**src/rtl/txbuf_pkg.sv**
```systemverilog
package txbuf_pkg;
  typedef enum logic [1:0] {
    REG_THR = 2'd0,
    REG_EN  = 2'd1,
    REG_CLR = 2'd2
  } reg_sel_e;

  typedef struct packed {
    logic ovf;
    logic udf;
    logic en;
  } ch_status_t;

  localparam int unsigned STATUS_W = 3;
endpackage

```
**src/rtl/txbuf_cfg.sv**
```systemverilog
module txbuf_cfg
  import txbuf_pkg::*;
#(
  parameter int unsigned NUM_CH = 4,
  parameter int unsigned THR_W  = 5,
  parameter int unsigned CFG_W  = 32
) (
  input  logic              clk,
  input  logic              rst,
  input  logic              cfg_wr,
  input  logic [1:0]        cfg_addr,
  input  logic [CFG_W-1:0]  cfg_wdata,
  output logic [THR_W-1:0]  thr_q,
  output logic [NUM_CH-1:0] en_q,
  output logic [NUM_CH-1:0] clr_ovf,
  output logic [NUM_CH-1:0] clr_udf
);
  logic wr_thr, wr_en, wr_clr;
  logic unused_wdata;

  assign wr_thr = cfg_wr && (cfg_addr == REG_THR);
  assign wr_en  = cfg_wr && (cfg_addr == REG_EN);
  assign wr_clr = cfg_wr && (cfg_addr == REG_CLR);
  assign unused_wdata = ^cfg_wdata;

  always_ff @(posedge clk) begin
    if (rst) begin
      thr_q <= '0;
      en_q  <= '0;
    end else begin
      if (wr_thr) thr_q <= cfg_wdata[THR_W-1:0];
      if (wr_en)  en_q  <= cfg_wdata[NUM_CH-1:0];
    end
  end

  assign clr_ovf = wr_clr ? cfg_wdata[NUM_CH-1:0] : '0;
  assign clr_udf = wr_clr ? cfg_wdata[2*NUM_CH-1:NUM_CH] : '0;

  AST_THR_HOLD: assert property (@(posedge clk) disable iff (rst)
    !wr_thr |=> $stable(thr_q));
endmodule

```
**src/rtl/txbuf_chan.sv**
```systemverilog
module txbuf_chan
  import txbuf_pkg::*;
#(
  parameter int unsigned DEPTH     = 16,
  parameter int unsigned DATA_W    = 32,
  parameter int unsigned THR_W     = 5,
  parameter int unsigned READY_LAT = 0
) (
  input  logic              clk,
  input  logic              rst,
  input  logic              en_i,
  input  logic [THR_W-1:0]  thr_i,
  input  logic              s_valid_i,
  input  logic [DATA_W-1:0] s_data_i,
  output logic              s_ready_o,
  input  logic              rd_en_i,
  output logic [DATA_W-1:0] rd_data_o,
  input  logic              clr_ovf_i,
  input  logic              clr_udf_i,
  output ch_status_t        status_o
);
  localparam int unsigned PTR_W = (DEPTH > 1) ? $clog2(DEPTH) : 1;
  localparam int unsigned CNT_W = $clog2(DEPTH + 1);
  localparam int unsigned CMP_W = (CNT_W > THR_W) ? CNT_W : THR_W;

  logic [DATA_W-1:0] mem [DEPTH];
  logic [DATA_W-1:0] mem_q;
  logic [PTR_W-1:0]  wptr_q, rptr_q;
  logic [CNT_W-1:0]  fill_q;
  logic              zero_q, ovf_q, udf_q;
  logic [CMP_W-1:0]  fill_x, thr_x;
  logic              ready_now, ready_cycle;
  logic              full, empty, wr_try, wr_do, rd_try, rd_do;

  assign fill_x    = CMP_W'(fill_q);
  assign thr_x     = CMP_W'(thr_i);
  assign ready_now = en_i && (fill_x < thr_x);
  assign s_ready_o = ready_now;

  generate
    if (READY_LAT == 0) begin : g_lat0
      assign ready_cycle = ready_now;
    end else begin : g_lat1
      logic rdy_d1_q;
      always_ff @(posedge clk) begin
        if (rst) rdy_d1_q <= 1'b0;
        else     rdy_d1_q <= ready_now;
      end
      assign ready_cycle = rdy_d1_q && en_i;
    end
  endgenerate

  assign full   = (fill_q == CNT_W'(DEPTH));
  assign empty  = (fill_q == '0);
  assign wr_try = s_valid_i && ready_cycle;
  assign wr_do  = wr_try && !full;
  assign rd_try = rd_en_i && en_i;
  assign rd_do  = rd_try && !empty;

  always_ff @(posedge clk) begin
    if (wr_do) mem[wptr_q] <= s_data_i;
    if (rd_do) mem_q <= mem[rptr_q];
  end

  always_ff @(posedge clk) begin
    if (rst || !en_i) begin
      wptr_q <= '0;
      rptr_q <= '0;
      fill_q <= '0;
    end else begin
      if (wr_do) wptr_q <= (wptr_q == PTR_W'(DEPTH - 1)) ? '0 : wptr_q + 1'b1;
      if (rd_do) rptr_q <= (rptr_q == PTR_W'(DEPTH - 1)) ? '0 : rptr_q + 1'b1;
      case ({wr_do, rd_do})
        2'b10:   fill_q <= fill_q + 1'b1;
        2'b01:   fill_q <= fill_q - 1'b1;
        default: fill_q <= fill_q;
      endcase
    end
  end

  always_ff @(posedge clk) begin
    if (rst) begin
      zero_q <= 1'b1;
      ovf_q  <= 1'b0;
      udf_q  <= 1'b0;
    end else begin
      if (rd_en_i) zero_q <= !rd_do;
      if (wr_try && full)  ovf_q <= 1'b1;
      else if (clr_ovf_i)  ovf_q <= 1'b0;
      if (rd_try && empty) udf_q <= 1'b1;
      else if (clr_udf_i)  udf_q <= 1'b0;
    end
  end

  assign rd_data_o = zero_q ? '0 : mem_q;
  assign status_o  = '{ovf: ovf_q, udf: udf_q, en: en_i};

  AST_FILL_BOUND: assert property (@(posedge clk) disable iff (rst)
    fill_q <= CNT_W'(DEPTH));
  AST_DISABLED_FLUSH: assert property (@(posedge clk) disable iff (rst)
    !en_i |=> (fill_q == '0));
  AST_OVF_STICKY: assert property (@(posedge clk) disable iff (rst)
    ovf_q && !clr_ovf_i |=> ovf_q);
  AST_UDF_STICKY: assert property (@(posedge clk) disable iff (rst)
    udf_q && !clr_udf_i |=> udf_q);
  AST_EMPTY_READ: assert property (@(posedge clk) disable iff (rst)
    rd_en_i && en_i && empty |=> udf_q && (rd_data_o == '0));
endmodule

```
**src/rtl/txbuf_bank.sv**
```systemverilog
module txbuf_bank
  import txbuf_pkg::*;
#(
  parameter int unsigned NUM_CH    = 4,
  parameter int unsigned DEPTH     = 16,
  parameter int unsigned DATA_W    = 32,
  parameter int unsigned THR_W     = 5,
  parameter int unsigned CFG_W     = 32,
  parameter int unsigned READY_LAT = 0
) (
  input  logic                       clk,
  input  logic                       rst,
  input  logic                       cfg_wr,
  input  logic [1:0]                 cfg_addr,
  input  logic [CFG_W-1:0]           cfg_wdata,
  input  logic [NUM_CH-1:0]          s_valid,
  input  logic [NUM_CH*DATA_W-1:0]   s_data,
  output logic [NUM_CH-1:0]          s_ready,
  input  logic [NUM_CH-1:0]          rd_en,
  output logic [NUM_CH*DATA_W-1:0]   rd_data,
  output logic [NUM_CH*STATUS_W-1:0] status
);
  logic [THR_W-1:0]  thr_q;
  logic [NUM_CH-1:0] en_q, clr_ovf, clr_udf;

  txbuf_cfg #(.NUM_CH(NUM_CH), .THR_W(THR_W), .CFG_W(CFG_W)) u_cfg (
    .clk(clk), .rst(rst), .cfg_wr(cfg_wr), .cfg_addr(cfg_addr),
    .cfg_wdata(cfg_wdata), .thr_q(thr_q), .en_q(en_q),
    .clr_ovf(clr_ovf), .clr_udf(clr_udf)
  );

  generate
    for (genvar i = 0; i < NUM_CH; i++) begin : g_ch
      ch_status_t st;
      txbuf_chan #(.DEPTH(DEPTH), .DATA_W(DATA_W), .THR_W(THR_W),
                   .READY_LAT(READY_LAT)) u_chan (
        .clk(clk), .rst(rst), .en_i(en_q[i]), .thr_i(thr_q),
        .s_valid_i(s_valid[i]), .s_data_i(s_data[i*DATA_W +: DATA_W]),
        .s_ready_o(s_ready[i]), .rd_en_i(rd_en[i]),
        .rd_data_o(rd_data[i*DATA_W +: DATA_W]),
        .clr_ovf_i(clr_ovf[i]), .clr_udf_i(clr_udf[i]), .status_o(st)
      );
      assign status[i*STATUS_W +: STATUS_W] = st;
    end
  endgenerate
endmodule

```
**config.mk**
```make
export PLATFORM = sky130hd
export DESIGN_NAME = txbuf_bank
export DESIGN_NICKNAME = d
export VERILOG_FILES = /design/src/rtl/txbuf_pkg.sv /design/src/rtl/txbuf_cfg.sv /design/src/rtl/txbuf_chan.sv /design/src/rtl/txbuf_bank.sv
export SDC_FILE = /design/constraint.sdc
export NUM_CORES = 2
export LEC_CHECK = 0
export CAP_MARGIN = 30
export CORE_ASPECT_RATIO = 1.2
export CORE_MARGIN = 2
export CORE_UTILIZATION = 55
export DETAILED_ROUTE_END_ITERATION = 12
export GPL_ROUTABILITY_DRIVEN = 0
export MAX_ROUTING_LAYER = met4
export PLACE_DENSITY = 0.76
export SYNTH_ARGS = -nofsm -noshare
export SYNTH_HDL_FRONTEND = slang
export SYNTH_SLANG_ARGS = --single-unit
```
**constraint.sdc**
```tcl
create_clock -name clk -period 4.8 [get_ports clk]
set_input_delay 0.72 -clock clk [delete_from_list [all_inputs] [get_ports clk]]
set_output_delay 0.72 -clock clk [all_outputs]
set_load 0.05 [all_outputs]
```
* After elaboration in Yosys (flattened, before gate mapping)
Memories as Yosys holds them, arrays and structs flattened. A register that Yosys moved wholly into a read port is not among the register bits.
Index checks and enable logic that the tools add are counted.
** Storage, ports and cells
- Register bits after elaboration :: 73
- Bits in writable memories :: 2048
- Logic and storage cells :: 182
- Memories kept :: 4
** Cells by class
- Add/subtract/negate cells :: 16
- $lt $le $gt $ge :: 4
- Equal/unequal tests :: 22
- Muxes and demuxes :: 42
- Reductions and logical operators :: 68
** Memories
- g_ch[0].u_chan.mem :: words 16, width 32, rd ports 1, clocked after memory_dff 1, write ports 1, line txbuf_chan.sv:26 : logic [DATA_W-1:0] mem [DEPTH];
- g_ch[1].u_chan.mem :: words 16, width 32, rd ports 1, clocked after memory_dff 1, write ports 1, line txbuf_chan.sv:26
- g_ch[2].u_chan.mem :: words 16, width 32, rd ports 1, clocked after memory_dff 1, write ports 1, line txbuf_chan.sv:26
- g_ch[3].u_chan.mem :: words 16, width 32, rd ports 1, clocked after memory_dff 1, write ports 1, line txbuf_chan.sv:26
** Operator list (number)
- 2-to-1 mux 32 bit :: 4
- 2-to-1 mux 4 bit :: 10
- case mux 5 bit (2 select lines) :: 4
- adder 4 x 1 -> 4 bit, second input constant :: 8
- == test 4 bit, second input constant :: 8
- logical AND 1 bit :: 31
- 2-to-1 mux 1 bit :: 24
- nonzero test 2 bit :: 12
- adder 5 x 1 -> 5 bit, second input constant :: 4
- == test 5 bit, second input constant :: 4
- logical NOT 5 bit :: 4
- < comparator 5 bit :: 4
- subtractor 5 x 1 -> 5 bit, second input constant :: 4
- logical NOT 1 bit :: 16
- == test 2 x 1 -> 1 bit, second input constant :: 5
- == test 2 bit, second input constant :: 5
- logical OR 1 bit :: 4
- logical NOT 2 bit :: 1

* Longest topological paths before layout
- Depth after elaboration :: 6
- Mapped depth :: 16
- Depth with buffers taken out :: 14

* Modules after synthesis
A second synthesis with hierarchy kept.
** Second synthesis, totals
- Cells, all modules :: 4153
- Area, all modules :: 87789.2 µm²
** By module, submodules not included
- txbuf_chan at g_ch[3].u_chan :: times used 1, cells an instance 1028, area an instance 21838.4 µm², seq. area each 16656.0 µm²
- txbuf_chan at g_ch[0].u_chan :: times used 1, cells an instance 1027, area an instance 21837.2 µm², seq. area each 16656.0 µm²
- txbuf_chan at g_ch[1].u_chan :: times used 1, cells an instance 1027, area an instance 21835.9 µm², seq. area each 16656.0 µm²
- txbuf_chan at g_ch[2].u_chan :: times used 1, cells an instance 1027, area an instance 21830.9 µm², seq. area each 16656.0 µm²
- txbuf_cfg :: times used 1, cells an instance 44, area an instance 446.7 µm², seq. area each 180.2 µm²

* Worst setup path after synthesis
OpenSTA, ideal clock, no wires.
- Path type :: reg-to-reg
- From :: register u_cfg.thr_q[3]
- To :: memory g_ch[2].u_chan.mem[3][0], enable pin
- Setup time :: 0.502 ns
- Arrival :: 4.288 ns
- Data required time :: 4.298 ns
- Path slack :: 0.010 ns
- Stages on the path, launching flop included :: 7
- Buffers on the path :: 0
- Period minus slack after synthesis :: 4.790 ns
- Path through :: dfxtp_1 > inv_1 > ha_1 > a21o_1 > a21oi_1 > o21ai_1 > nor4_1
** On the way
- Cells in the longest elaborated chain, start to end :: 6
** RTL lines
- start: declaration :: line txbuf_cfg.sv:13 : output logic [THR_W-1:0] thr_q,
- start signal: assignment :: line txbuf_cfg.sv:31 : if (wr_thr) thr_q <= cfg_wdata[THR_W-1:0];
- < comparator 5 bit :: line txbuf_chan.sv:37 : assign ready_now = en_i && (fill_x < thr_x);
- logical AND 1 bit :: line txbuf_chan.sv:37
- logical AND 1 bit :: line txbuf_chan.sv:55 : assign wr_try = s_valid_i && ready_cycle;
- logical AND 1 bit :: line txbuf_chan.sv:56 : assign wr_do = wr_try && !full;
- 2-to-1 mux 1 bit :: line txbuf_chan.sv:61 : if (wr_do) mem[wptr_q] <= s_data_i;
- 2-to-1 mux 1 bit (implied by the code) :: line txbuf_chan.sv:61
- end: declaration :: line txbuf_chan.sv:26
No other way between the ends.

* Final worst setup path
- From :: register u_cfg.thr_q[2]
- To :: output port s_ready[3]
** On the way
- Cells in the longest elaborated chain, start to end :: 2
** RTL lines
- < comparator 5 bit :: line txbuf_chan.sv:37
- logical AND 1 bit :: line txbuf_chan.sv:37
- end: declaration :: line txbuf_bank.sv:18 : output logic [NUM_CH-1:0] s_ready,
No other way between the ends.

==> summary.txt <==
Run status
  – Status: complete, no violations

Timing
  – Final worst slack: around 0.43 ns
  – Tightest Pin Transition: 0.936 ns
  – Tcrit/Tclk final: 0.910
  – Min Tclk post-route: 4.37 ns
  – Fin Clk Skew: 0.0314 ns
  – Fmax: approximately 0.23 GHz
  – WHS: around 0.26 ns
  – Setup TNS: 0 ns
  – Final hold violation count: 0
  – Max-slew violation count: 0
  – Max_slew headroom: 0.376
  – RSZ-0062 raised after global routing: no
  – # setup viols final: 0

Run
  – Max Cap Viol: 0

Clock tree
  – Clock latency on the worst-skew pair: ~0.84 ns
  – Num CTS Buffers: 209
  – CTS tree: yes
  – Cts hold-fix bufs: 0
  – Clk slew on worst S/H paths: around 0.060 ns
  – Clock Path Buffers: 3
  – Post_cts resized: 0
  – Post-CTS setup buffers: 0
  – CTS Root Cell: clkbuf_16
  – Clock sink total: between 2000 and 2500
  – H-tree depth: 4

Pwr
  – PD cells: 378 nW/um^2
  – Maximum VDD drop: around 0.31 mV
  – Leak: 30.2 nW

Yosys
  – Adder-Cell Fraction of Synth Area: 0.00752
  – Multiplexer area fraction after synthesis: 0.149
  – Register bit total from synthesis: approximately 2200
  – Ys flop type: edfxtp_1
  – Post-synth ARST share: 0
  – Syn Std Cell Area: 87500 um^2
  – EDFF count, synth: between 2000 and 2500
  – Synthesized instance count: 4143
  – Post-Synth XOR/XNOR Area: 0.00230
  – Unique masters post-synth: 62
  – Seq/Total Area, Yosys: 0.764
  – Avg Cell Area, Syn: roughly 21 um^2
  – Synth Area in Compound Gates: 0.0287
  – Yosys warning count: 0
  – Largest family of logic cells by synthesized area: multiplexers
  – Post-synthesis simple-gate area fraction: 0.0331
  – Post-Syn Nets: roughly 4400

Hold path
  – Hold Crit Class: primary input to flip-flop
  – HP Start: rst

Drt
  – Via Count: 41500
  – DRT antenna net count: 0
  – WL final: approximately 180000 um
  – WL/cell: 27.1 um
  – Vias per inst: just over 6
  – Detailed Routing Iterations Pass 1: 5
  – DR iter-0 viols: roughly 4100
  – DRC viols: 0

Cells and area
  – Commonest non-fill, non-tap cells in the layout: edfxtp_1, mux4_2, clkdlybuf4s50_1, nor2b_1, clkbuf_16
  – Share of layout cells above drive strength 1: 0.217
  – Post-Layout Inst Area: approximately 100000 um^2
  – Area growth from synthesis to layout: 14.6%
  – Non-Filler Instances: a little under 7000
  – Nets: about 4800
  – Commonest non-fill, non-tap cell in the layout: edfxtp_1
  – Multi-input logic area: between 15000 and 20000 um^2
  – Register area: approximately 67000 um^2
  – Fill count: ~10000

Place
  – Inst Count DP: between 6000 and 7000
  – # port buffers: 292
  – Post-DP HPWL: just over 100000 um
  – Post-DP Area: around 93000 um^2
  – Pre-CTS setup slack: roughly 0.85 ns

Global route
  – GR met2 Demand/Resource: 0.389
  – Largest net degree at the start of global routing: 77
  – Initial antenna violation count: 23
  – Total GRT Usage: 0.236
  – Met1 usage: 0.302
  – Met3 usage: 0.0452
  – First-pass GRT wire length: 274000 um
  – Vias in the first global route: approximately 43000
  – Busiest grt layer: met2
  – Overflow after GRT: 0

Worst setup path
  – WS Path Type: flip-flop to output port
  – CP startpoint: u_cfg.thr_q[2]
  – Reg2Reg Setup Slack: approximately 0.9 ns
  – Crit end category: output port
  – Arrival @ worst endpoint: approximately 3.7 ns
  – Startpoint types: flip-flop
  – Worst-path fanout max: 5
  – CP required: roughly 4.1 ns
  – R2r startpoint: u_cfg.thr_q[3]

Floorplanning
  – Die Ht: ~440 um
  – Starting Density: 0.553
  – # IOs: between 300 and 400
  – Die area: 162000 um^2
  – Core area: approximately 160000 um^2
  – Die W: approximately 370 um
  – Core Rows: 160
kinds of logic after synthesis:
group,Yosys count
buffers and inverters,270
flip-flops,2249
AO/OA/AOI/OAI,386
XOR/XNOR,23
multiplexers,663
AND/OR/NAND/NOR,500
adder cells (fa/ha/maj),52
worst paths after layout:
check,to,cells past startpoint
setup / recovery,s_ready[3],7
hold / removal,u_cfg.en_q[0],2
setup reg to reg,g_ch[2].u_chan.fill_q[4],14
hold reg to reg,g_ch[2].u_chan.udf_q,2
critical path, cell delays in order (launching register included):
cell,delay [ns]
dfxtp_1,0.29
inv_1,0.28
ha_1,0.31
a21oi_1,0.14
o21ai_1,0.16
a21o_1,0.23
a21oi_1,0.49
clkdlybuf4s50_1,0.91
routing by layer:
metal / up-vias / wire (um)
met5: - / 0
met4: 0 / 3950
met3: 257 / 12900
met2: 1474 / 95800
met1: 21900 / 72200
li1: 17900 / -
area by class of cell:
cell class	count	area share
inverter	29	0.00109
clock buffer	252	0.0544
clock inverter	128	0.0114
multi-input combinational	1624	0.195
timing repair buffer	420	0.0442
tap	2106	0.0263
sequential	2249	0.667
antenna	27	0.000674
per-stage QoR:
| stage | power [mW] | utilization |
|---|---|---|
| floorplan | 22.0 | - |
| global placement | 22.3 | 0.589 |
| detailed placement | 22.3 | 0.591 |
| CTS | 38.2 | 0.632 |
| global route | 38.9 | 0.634 |
| finish | 37.9 | 0.634 |
Yosys cell counts (4+ instances only):
master / instances / area share
nor3_1: 8 / 0.00046
a31oi_1: 9 / 0.00064
o21ai_1: 4 / 0.00023
nand4_1: 4 / 0.00029
inv_1: 29 / 0.0012
buf_1: 24 / 0.0010
a41oi_1: 10 / 0.0010
xor2_1: 17 / 0.0017
a311oi_1: 4 / 0.00040
nor2b_1: 272 / 0.019
a22oi_1: 5 / 0.00043
mux4_2: 512 / 0.13
a21o_1: 9 / 0.00077
edfxtp_1: 2176 / 0.75
and3_1: 36 / 0.0026
buf_4: 50 / 0.0043
o21bai_1: 4 / 0.00034
a21oi_1: 171 / 0.0098
xnor2_1: 6 / 0.00060
ha_1: 51 / 0.0073
buf_6: 12 / 0.0015
or3_1: 7 / 0.00050
dfxtp_1: 73 / 0.017
mux2i_1: 151 / 0.017
nand2_1: 49 / 0.0021
nand3b_1: 6 / 0.00051
nand2b_1: 12 / 0.00086
buf_2: 56 / 0.0032
nand3_1: 10 / 0.00057
nor3_2: 6 / 0.00069
clkbuf_1: 98 / 0.0042
a211oi_1: 131 / 0.011
nor2_1: 73 / 0.0031
o21ai_0: 10 / 0.00057
registers in the layout, indices dropped and copies added, names as in the netlist:
signal	flops
u_cfg.thr_q	5
u_cfg.en_q	4
g_ch.u_chan.ovf_q	4
g_ch.u_chan.mem	2048
g_ch.u_chan.zero_q	4
g_ch.u_chan.udf_q	4
g_ch.u_chan.mem_q	128
g_ch.u_chan.fill_q	20
g_ch.u_chan.wptr_q	16
g_ch.u_chan.rptr_q	16
power by group:
group	internal, mW	switching (mW)	total, mW
Combinational	0.136	0.296	0.431
Sequential	21.5	0.00536	21.5
Clock	8.92	7.08	16.0
No activity file was read; power rests on OpenSTA's default activity.
